===== config.mk =====
export PLATFORM = sky130hd
export DESIGN_NAME = lprtc_top
export DESIGN_NICKNAME = d
export VERILOG_FILES = /design/src/rtl/lprtc_pkg.sv /design/src/rtl/lprtc_en_sync.sv /design/src/rtl/lprtc_counter.sv /design/src/rtl/lprtc_alarm.sv /design/src/rtl/lprtc_top.sv
export SDC_FILE = /design/constraint.sdc
export NUM_CORES = 1
export LEC_CHECK = 0
export BUFFER_PORTS_ARGS = -buffer_cell sky130_fd_sc_hd__clkbuf_2
export CORE_MARGIN = 4
export CORE_UTILIZATION = 28
export CTS_BUF_LIST = sky130_fd_sc_hd__clkbuf_8
export DETAILED_ROUTE_END_ITERATION = 8
export SLEW_MARGIN = 20
export SYNTH_ARGS = -nofsm -noshare
export SYNTH_HDL_FRONTEND = slang
export SYNTH_SLANG_ARGS = --single-unit

===== constraint.sdc =====
create_clock -name clk -period 2.1 [get_ports clk]
set_input_delay 0.315 -clock clk [delete_from_list [all_inputs] [get_ports clk]]
set_output_delay 0.315 -clock clk [all_outputs]
set_load 0.01 [all_outputs]

===== src/rtl/lprtc_pkg.sv =====
package lprtc_pkg;
  localparam int DATA_W   = 32;
  localparam int CNT_W    = 47;
  localparam int FRAC_W   = 15;
  localparam int ADDR_W   = 8;
  localparam int SYNC_TK  = 3;

  // register offsets
  localparam logic [7:0] OFS_CTRL  = 8'h04;
  localparam logic [7:0] OFS_STAT  = 8'h18;
  localparam logic [7:0] OFS_CNTHI = 8'h1C;
  localparam logic [7:0] OFS_CNTLO = 8'h20;
  localparam logic [7:0] OFS_ALARM = 8'h24;
  localparam logic [7:0] OFS_SCRAT = 8'h30;

  // control bit positions
  localparam int CB_RUN  = 0;
  localparam int CB_ARM  = 1;
  localparam int CB_WAKE = 3;
  localparam int SB_HIT  = 0;

  typedef struct packed {
    logic wake;
    logic arm;
    logic run_req;
  } ctrl_t;
endpackage


===== src/rtl/lprtc_en_sync.sv =====
module lprtc_en_sync #(
  parameter int STAGES = 3
) (
  input  logic clk,
  input  logic rst,
  input  logic tick,
  input  logic req,
  output logic act
);
  logic [STAGES-1:0] pipe;

  always_ff @(posedge clk) begin
    if (rst)       pipe <= '0;
    else if (tick) pipe <= {pipe[STAGES-2:0], req};
  end

  assign act = pipe[STAGES-1];


  act_moves_on_tick_chk: assert property (@(posedge clk) disable iff (rst)
    !tick |=> $stable(act));
endmodule


===== src/rtl/lprtc_counter.sv =====
module lprtc_counter #(
  parameter int CNT_W  = 47,
  parameter int DATA_W = 32
) (
  input  logic              clk,
  input  logic              rst,
  input  logic              tick,
  input  logic              run,
  input  logic              ld_lo,
  input  logic              ld_hi,
  input  logic [DATA_W-1:0] wdata,
  output logic [CNT_W-1:0]  cnt
);
  localparam int HI_W = CNT_W - DATA_W;

  always_ff @(posedge clk) begin
    if (rst) begin
      cnt <= '0;
    end else if (run) begin
      if (tick) cnt <= cnt + 1'b1;
    end else begin
      if (ld_lo) cnt[DATA_W-1:0]     <= wdata;
      if (ld_hi) cnt[CNT_W-1:DATA_W] <= wdata[HI_W-1:0];
    end
  end


  count_step_chk: assert property (@(posedge clk) disable iff (rst)
    (run && tick) |=> (cnt == $past(cnt) + 1'b1));

  no_load_running_chk: assert property (@(posedge clk) disable iff (rst)
    (run && !tick) |=> $stable(cnt));

  hold_stopped_chk: assert property (@(posedge clk) disable iff (rst)
    (!run && !ld_lo && !ld_hi) |=> $stable(cnt));
endmodule


===== src/rtl/lprtc_alarm.sv =====
module lprtc_alarm #(
  parameter int SEC_W = 32
) (
  input  logic             clk,
  input  logic             rst,
  input  logic [SEC_W-1:0] seconds,
  input  logic             wr_alarm,
  input  logic [SEC_W-1:0] wdata,
  input  logic             arm,
  input  logic             wake,
  input  logic             clr,
  output logic [SEC_W-1:0] alarm_val,
  output logic             hit,
  output logic             irq
);
  logic match;
  assign match = arm && (seconds == alarm_val);

  always_ff @(posedge clk) begin
    if (rst) begin
      alarm_val <= '0;
      hit       <= 1'b0;
      irq       <= 1'b0;
    end else begin
      if (wr_alarm && !arm) alarm_val <= wdata;
      hit <= (hit && !clr) || match;
      irq <= hit && arm && wake;
    end
  end


  alarm_locked_chk: assert property (@(posedge clk) disable iff (rst)
    arm |=> $stable(alarm_val));

  hit_needs_arm_chk: assert property (@(posedge clk) disable iff (rst)
    $rose(hit) |-> $past(arm));

  irq_source_chk: assert property (@(posedge clk) disable iff (rst)
    irq |-> $past(hit));
endmodule


===== src/rtl/lprtc_top.sv =====
module lprtc_top
  import lprtc_pkg::*;
#(
  parameter int AW   = ADDR_W,
  parameter int DW   = DATA_W,
  parameter int CW   = CNT_W,
  parameter int FW   = FRAC_W,
  parameter int SYNC = SYNC_TK
) (
  input  logic          clk,
  input  logic          rst,
  input  logic          slow_tick,
  input  logic          wr_en,
  input  logic          rd_en,
  input  logic [AW-1:0] addr,
  input  logic [DW-1:0] wdata,
  output logic [DW-1:0] rdata,
  output logic          irq
);
  localparam int HI_W = CW - DW;
  localparam int SEC_W = CW - FW;
  localparam logic [AW-1:0] A_CTRL  = AW'(OFS_CTRL);
  localparam logic [AW-1:0] A_STAT  = AW'(OFS_STAT);
  localparam logic [AW-1:0] A_CNTHI = AW'(OFS_CNTHI);
  localparam logic [AW-1:0] A_CNTLO = AW'(OFS_CNTLO);
  localparam logic [AW-1:0] A_ALARM = AW'(OFS_ALARM);
  localparam logic [AW-1:0] A_SCRAT = AW'(OFS_SCRAT);

  ctrl_t              ctrl_q;
  logic               run_act;
  logic [CW-1:0]      cnt;
  logic [SEC_W-1:0]   alarm_val;
  logic               hit;
  logic [DW-1:0]      scratch;

  logic wr_ctrl, wr_stat, wr_hi, wr_lo, wr_alm, wr_scr;
  assign wr_ctrl = wr_en && (addr == A_CTRL);
  assign wr_stat = wr_en && (addr == A_STAT);
  assign wr_hi   = wr_en && (addr == A_CNTHI);
  assign wr_lo   = wr_en && (addr == A_CNTLO);
  assign wr_alm  = wr_en && (addr == A_ALARM);
  assign wr_scr  = wr_en && (addr == A_SCRAT);

  always_ff @(posedge clk) begin
    if (rst) begin
      ctrl_q  <= '0;
      scratch <= '0;
    end else begin
      if (wr_ctrl) begin
        ctrl_q.run_req <= wdata[CB_RUN];
        ctrl_q.arm     <= wdata[CB_ARM];
        ctrl_q.wake    <= wdata[CB_WAKE];
      end
      if (wr_scr) scratch <= wdata;
    end
  end

  lprtc_en_sync #(.STAGES(SYNC)) u_sync (
    .clk(clk), .rst(rst), .tick(slow_tick),
    .req(ctrl_q.run_req), .act(run_act)
  );

  lprtc_counter #(.CNT_W(CW), .DATA_W(DW)) u_cnt (
    .clk(clk), .rst(rst), .tick(slow_tick), .run(run_act),
    .ld_lo(wr_lo), .ld_hi(wr_hi), .wdata(wdata), .cnt(cnt)
  );

  lprtc_alarm #(.SEC_W(SEC_W)) u_alm (
    .clk(clk), .rst(rst), .seconds(cnt[CW-1:FW]),
    .wr_alarm(wr_alm), .wdata(wdata[SEC_W-1:0]),
    .arm(ctrl_q.arm), .wake(ctrl_q.wake),
    .clr(wr_stat && wdata[SB_HIT]),
    .alarm_val(alarm_val), .hit(hit), .irq(irq)
  );

  logic [DW-1:0] rd_mux;
  always_comb begin
    rd_mux = '0;
    unique case (addr)
      A_CTRL: begin
        rd_mux[CB_RUN]  = run_act;
        rd_mux[CB_ARM]  = ctrl_q.arm;
        rd_mux[CB_WAKE] = ctrl_q.wake;
      end
      A_STAT:  rd_mux[SB_HIT] = hit;
      A_CNTHI: rd_mux[HI_W-1:0] = cnt[CW-1:DW];
      A_CNTLO: rd_mux = cnt[DW-1:0];
      A_ALARM: rd_mux = DW'(alarm_val);
      A_SCRAT: rd_mux = scratch;
      default: rd_mux = '0;
    endcase
  end

  always_ff @(posedge clk) begin
    if (rst)        rdata <= '0;
    else if (rd_en) rdata <= rd_mux;
  end


  rdata_hold_chk: assert property (@(posedge clk) disable iff (rst)
    !rd_en |=> $stable(rdata));
endmodule


Word-level counts from Yosys, hierarchy flattened --
Cells that the tools add are included.
Word-level totals: output and inout port bits 33, register bits 151
Cells by class: multiplexer cells 10, reduce and logical (&&, ||, !) cells 19, equality and inequality tests 8, add/subtract/negate cells 1
Operators with widths (number):
- two-way mux 47 bit | 2
- one-hot mux 17 bit (3 select lines) | 1
- adder 47 x 1 -> 47 bit, second input constant | 1
- one-hot mux 11 bit (4 select lines) | 1
- equality test 32 bit | 1
- two-way mux 32 bit | 1
- equality test 8 x 6 -> 1 bit, second input constant | 3
- equality test 8 x 5 -> 1 bit, second input constant | 2
- two-way mux 15 bit | 1
- logical AND 1 bit | 12
- one-hot mux 1 bit (5 select lines) | 2
- equality test 8 x 3 -> 1 bit, second input constant | 1
- one-hot mux 1 bit (6 select lines) | 1
- one-hot mux 1 bit (4 select lines) | 1
- AND reduction 2 bit | 2
- nonzero test 2 bit | 2
- logical NOT 1 bit | 2
- != test 2 bit, second input constant | 1
- logical OR 1 bit | 1

Depth between registers and ports, before layout --
word-level depth 6, mapped depth 8, gate-level depth less buffers 6

By module --
A second synthesis with hierarchy kept.
Unflattened totals: cell total of the unflattened synthesis 1007, area, all modules 7893.8 um^2
By module, submodules not included:
- lprtc_counter | area an instance 3151.8 um^2, times used 1, cells an instance 412, seq. area each 940.9 um^2
- lprtc_top | area an instance 3115.5 um^2, times used 1, cells an instance 396, seq. area each 1341.3 um^2
- lprtc_alarm | area an instance 1525.2 um^2, times used 1, cells an instance 190, seq. area each 680.7 um^2
- lprtc_en_sync | area an instance 101.3 um^2, times used 1, cells an instance 9, seq. area each 60.1 um^2

Worst setup path before layout --
OpenSTA, ideal clock, no wires.
path type in2reg, from input addr[1], to register rdata[10], data arrival time 1927 ps, library setup time 59 ps, required time 2041 ps, setup slack 115 ps, cell stages on the path 7, cells stage by stage or4_4 -> buf_6 -> or2_1 -> a21o_1 -> a21oi_2 -> buf_6 -> a22o_1
Between the ends: longest elaborated chain between the ends 2, elaborated cells between the ends (all ways) 5, classes of those cells eq/ne: 4; mux: 1
RTL lines:
- from (decl) | RTL line lprtc_top.sv:15 | input logic [AW-1:0] addr,
- equality test 8 x 6 -> 1 bit / equality test 8 x 5 -> 1 bit (equally long branches) | RTL line lprtc_top.sv:79 | unique case (addr)
- one-hot mux 11 bit (4 select lines) * | RTL line lprtc_top.sv:79
- to (signal assigned) | RTL line lprtc_top.sv:96 | else if (rd_en) rdata <= rd_mux;
- to (decl) | RTL line lprtc_top.sv:17 | output logic [DW-1:0] rdata,
Every way passes the cells marked *; elsewhere a longest branch is shown, timed or not. A chain may end at the register's enable or synchronous reset.

Final worst setup path --
from register u_cnt.cnt[5], to register u_cnt.cnt[25]
Between the ends: longest elaborated chain between the ends 3
RTL lines:
- from (decl) | RTL line lprtc_counter.sv:12 | output logic [CNT_W-1:0] cnt
- from (signal assigned) | RTL line lprtc_counter.sv:20 | if (tick) cnt <= cnt + 1'b1;
- from (signal, indexed assignment) | RTL line lprtc_counter.sv:22 | if (ld_lo) cnt[DATA_W-1:0] <= wdata;
- from (signal, indexed assignment) | RTL line lprtc_counter.sv:23 | if (ld_hi) cnt[CNT_W-1:DATA_W] <= wdata[HI_W-1:0];
- adder 47 x 1 -> 47 bit | RTL line lprtc_counter.sv:20
- two-way mux 47 bit | RTL line lprtc_counter.sv:20
- two-way mux 47 bit | RTL line lprtc_counter.sv:19 | end else if (run) begin
No other way between the ends. The select of a mux whose other input is x is not followed.

==> out/summary.txt <==
Final setup margin: 0.05801 ns
Post-Syn Area per Cell: 7.867 um2
Share of the synthesized area in the top cell type: 36.67%
Port Buffers: 77
Max Slew Vio Count: 0
Clock slew at reported path FFs: 0.09 ns
GP Congestion: 1.016
Antenna Cells: 0
Pre-CTS setup slack: -0.02965 ns
GRT Util Overall: 20.79%
Syn_nets: 1094
Setup violators final: 0
CP max FO: 5
First-pass DRT Iterations: 5
Synthesized cell area: 8244 um2
Final cell count without fillers: 1588
Die Width: 179.6 um
Clock latency on the worst-skew pair: 0.47 ns
Hpwl dp: 26360 um
Clk network pwr share: 43.4%
Crit path DAT: 2.42 ns
Final nets: 1237
Post-synthesis cell count: 1048
Via count: 8723
Chip height: 179.6 um
Hold-critical path endpoint: scratch[16]
Root Driver: clkbuf_8
Via-per-instance ratio: 5.493
Initial Util: 28.57%
Type of origin of the critical path: flop
Register area share after synthesis: 36.67%
#FFs+latches synth: 151
Synth warn: 0
Pin count of the biggest net entering global routing: 88
Drt wl/cell: 21.92 um
Final Hold Viols: 0
Standard-cell rows: 62
CP required: 2.48 ns
Synth top cells by count: 211 x nand2_1, 151 x dfxtp_1, 106 x a21oi_1
Reg-to-Reg End: u_cnt.cnt[25]
WL final: 34810 um
Die area: 32250 um2
Max_slew headroom: 67.50%
Cell count after placement: 1555
Fraction of layout cells with a size suffix above 1: 24.67%
Min Tclk post-route: 2.042 ns
Outcome: finished, final reports clean
Final worst path period share: 97.24%
P_int: 4.129 mW
R2R setup slack: 0.06 ns
Clock skew: 0.01532 ns
Number of DRC markers in iteration 0: 886
Cts hold-fix bufs: 0
Clock Sink Count: 151
P per Cell Area: 542.6 nW/um2
Htree depth: 4
Area growth, synth to finish: 25.63%
Util after Layout: 35.89%
Part of the power in registers: 51.1%
Critical Path Sink Type: flop
Gate power share: 5.6%
Num CTS Buffers: 17
RSZ-0062 raised after global routing: yes
Post-detailed-route DRC marker count: 0
CTS Buffer Depth: 2
EDFF count, synth: 0
Setup TNS: 0 ns
First-pass GRT wire length: 52170 um
CTS tree: done
Overflow after GRT: 0
Crit Path Class: reg -> reg
Leak Pwr: 3.894 nW
Cell type with the largest total area after synthesis: dfxtp_1
Maximum vdd drop: 364.2 uV
Count leader, synth: nand2_1
Total I/O pin count: 78
Synth Flop Type: dfxtp_1
F_max: 489.7 MHz
Hold_sp: rst
Switching share of power: 26.53%
Switching pwr: 1.491 mW
Hold depth: 2
Min-Delay Path Class: in -> reg
R2R depth: 6
Max-Cap Viols: 0
Area contributors post-synth: dfxtp_1 37%, nand2_1 9.6%, a21oi_1 6.4%
Antenna-violating nets left: 0
Initial antenna violation count: 1
Fillers: 3051
Synth cell types: 72
Reg2reg start: u_cnt.cnt[5]
Vias in the first global route: 8353
Worst-margin pin slew: 0.4870 ns
Async SR Flop Fraction: 0%
Core footprint: 28860 um2
==> what timing repair did <==
action | 4_1_cts | 5_1_grt
gates resized for setup | 1 | 13
endpoints found under the setup margin | 1 | 11
buffers inserted | 0 | 1
pin swaps | 0 | 3
==> per-stage QoR <==
stage                     area (um2)  power (mW)  hold WS [ns]
after CTS                      10280       5.628        0.1052
after floorplan                 8244       3.065        0.4360
final                          10360       5.620        0.1088
after global placement          9861       3.246        0.4425
after global routing           10360       5.806        0.1063
after detailed placement        9861       3.247        0.4489
==> cells in the final DEF (no fill, tap or decap), types with 5 or more instances in the layout <==
cell type	count
nand2_1	211
dfxtp_1	149
buf_4	138
a21oi_1	106
clkbuf_2	76
a22oi_1	40
nor2_1	39
o21ai_0	36
a22o_1	31
xnor2_1	29
nand3_1	28
nand4_1	28
mux2i_1	28
clkbuf_8	20
nor3_1	19
and3_1	19
nor4_1	18
a31oi_1	11
or4_1	10
mux2_2	10
and4_1	9
inv_1	9
o211ai_1	8
nand2b_1	8
buf_12	8
a21boi_0	7
a211oi_1	6
or3_1	5
a221oi_1	5
==> final cells by class <==
type,instances,area [um2],area share (%)
clock buffer,20,275.3,2.658
inverter,9,33.78,0.3262
sequential,151,3025,29.21
multi-input combinational,790,4826,46.59
tap,384,480.5,4.639
clock inverter,12,140.1,1.353
timing repair buffer,222,1577,15.22
==> cell families (layout without fill, tap and decap cells) <==
family / after synthesis / count (layout) / share of synthesized area [%]
compound gates: 282 / 282 / 22.26
xor+xnor: 33 / 33 / 3.506
fa+ha+maj: 1 / 1 / 0.1517
buf+inv: 107 / 263 / 5.752
flops: 151 / 151 / 36.67
mux: 38 / 38 / 4.766
simple gates: 436 / 436 / 26.89
==> sequential cells by signal, indices dropped and copies added (netlist names) <==
signal           cells
u_alm.alarm_val     32
u_alm.irq            1
rdata               32
scratch             32
u_alm.hit            1
u_cnt.cnt           47
ctrl_q               3
u_sync.pipe          3
==> routing by layer <==
layer  vias up  part of all wire (%)  track usage [%]  wire length (um)
li1       4079                     -                -                 -
met1      4190                    43            28.24             15110
met2       394                    45            32.07             15530
met3        58                   9.1            5.356              3155
met4         2                   2.9            7.376               999
met5         -                 0.037                0                13
==> worst max-delay path, stage by stage (launching register included) <==
cell and delay [ns]:
dfxtp_1 0.39, nand4_2 0.29, nor4_1 0.44, buf_4 0.18, nand4_1 0.13, or4_1 0.42, o211ai_1 0.11
==> power by group through the flow <==
| stage | Clock (mW) | Sequential (mW) | Combinational, mW |
|---|---|---|---|
| after global placement | 0 | 2.94 | 0.309 |
| final | 2.44 | 2.87 | 0.314 |
| after detailed placement | 0 | 2.94 | 0.309 |
| after floorplan | 0 | 2.94 | 0.127 |
| after global routing | 2.60 | 2.87 | 0.332 |
| after CTS | 2.45 | 2.87 | 0.310 |
==> worst max path at each step <==
| stage | start | endpoint | slack (ns) | cells after the start |
|---|---|---|---|---|
| finish | u_cnt.cnt[5] | u_cnt.cnt[25] | 0.06 | 6 |
| global route | u_cnt.cnt[31] | u_cnt.cnt[46] | -0.004 | 5 |
| CTS | u_cnt.cnt[1] | u_cnt.cnt[45] | 0.0005 | 6 |
| detailed placement | addr[1] | u_alm.alarm_val[19] | -0.03 | 7 |
| global placement | addr[1] | u_cnt.cnt[20] | -0.01 | 6 |
| floorplan | addr[1] | rdata[10] | 0.11 | 7 |
(Power assumes the default switching activity.)
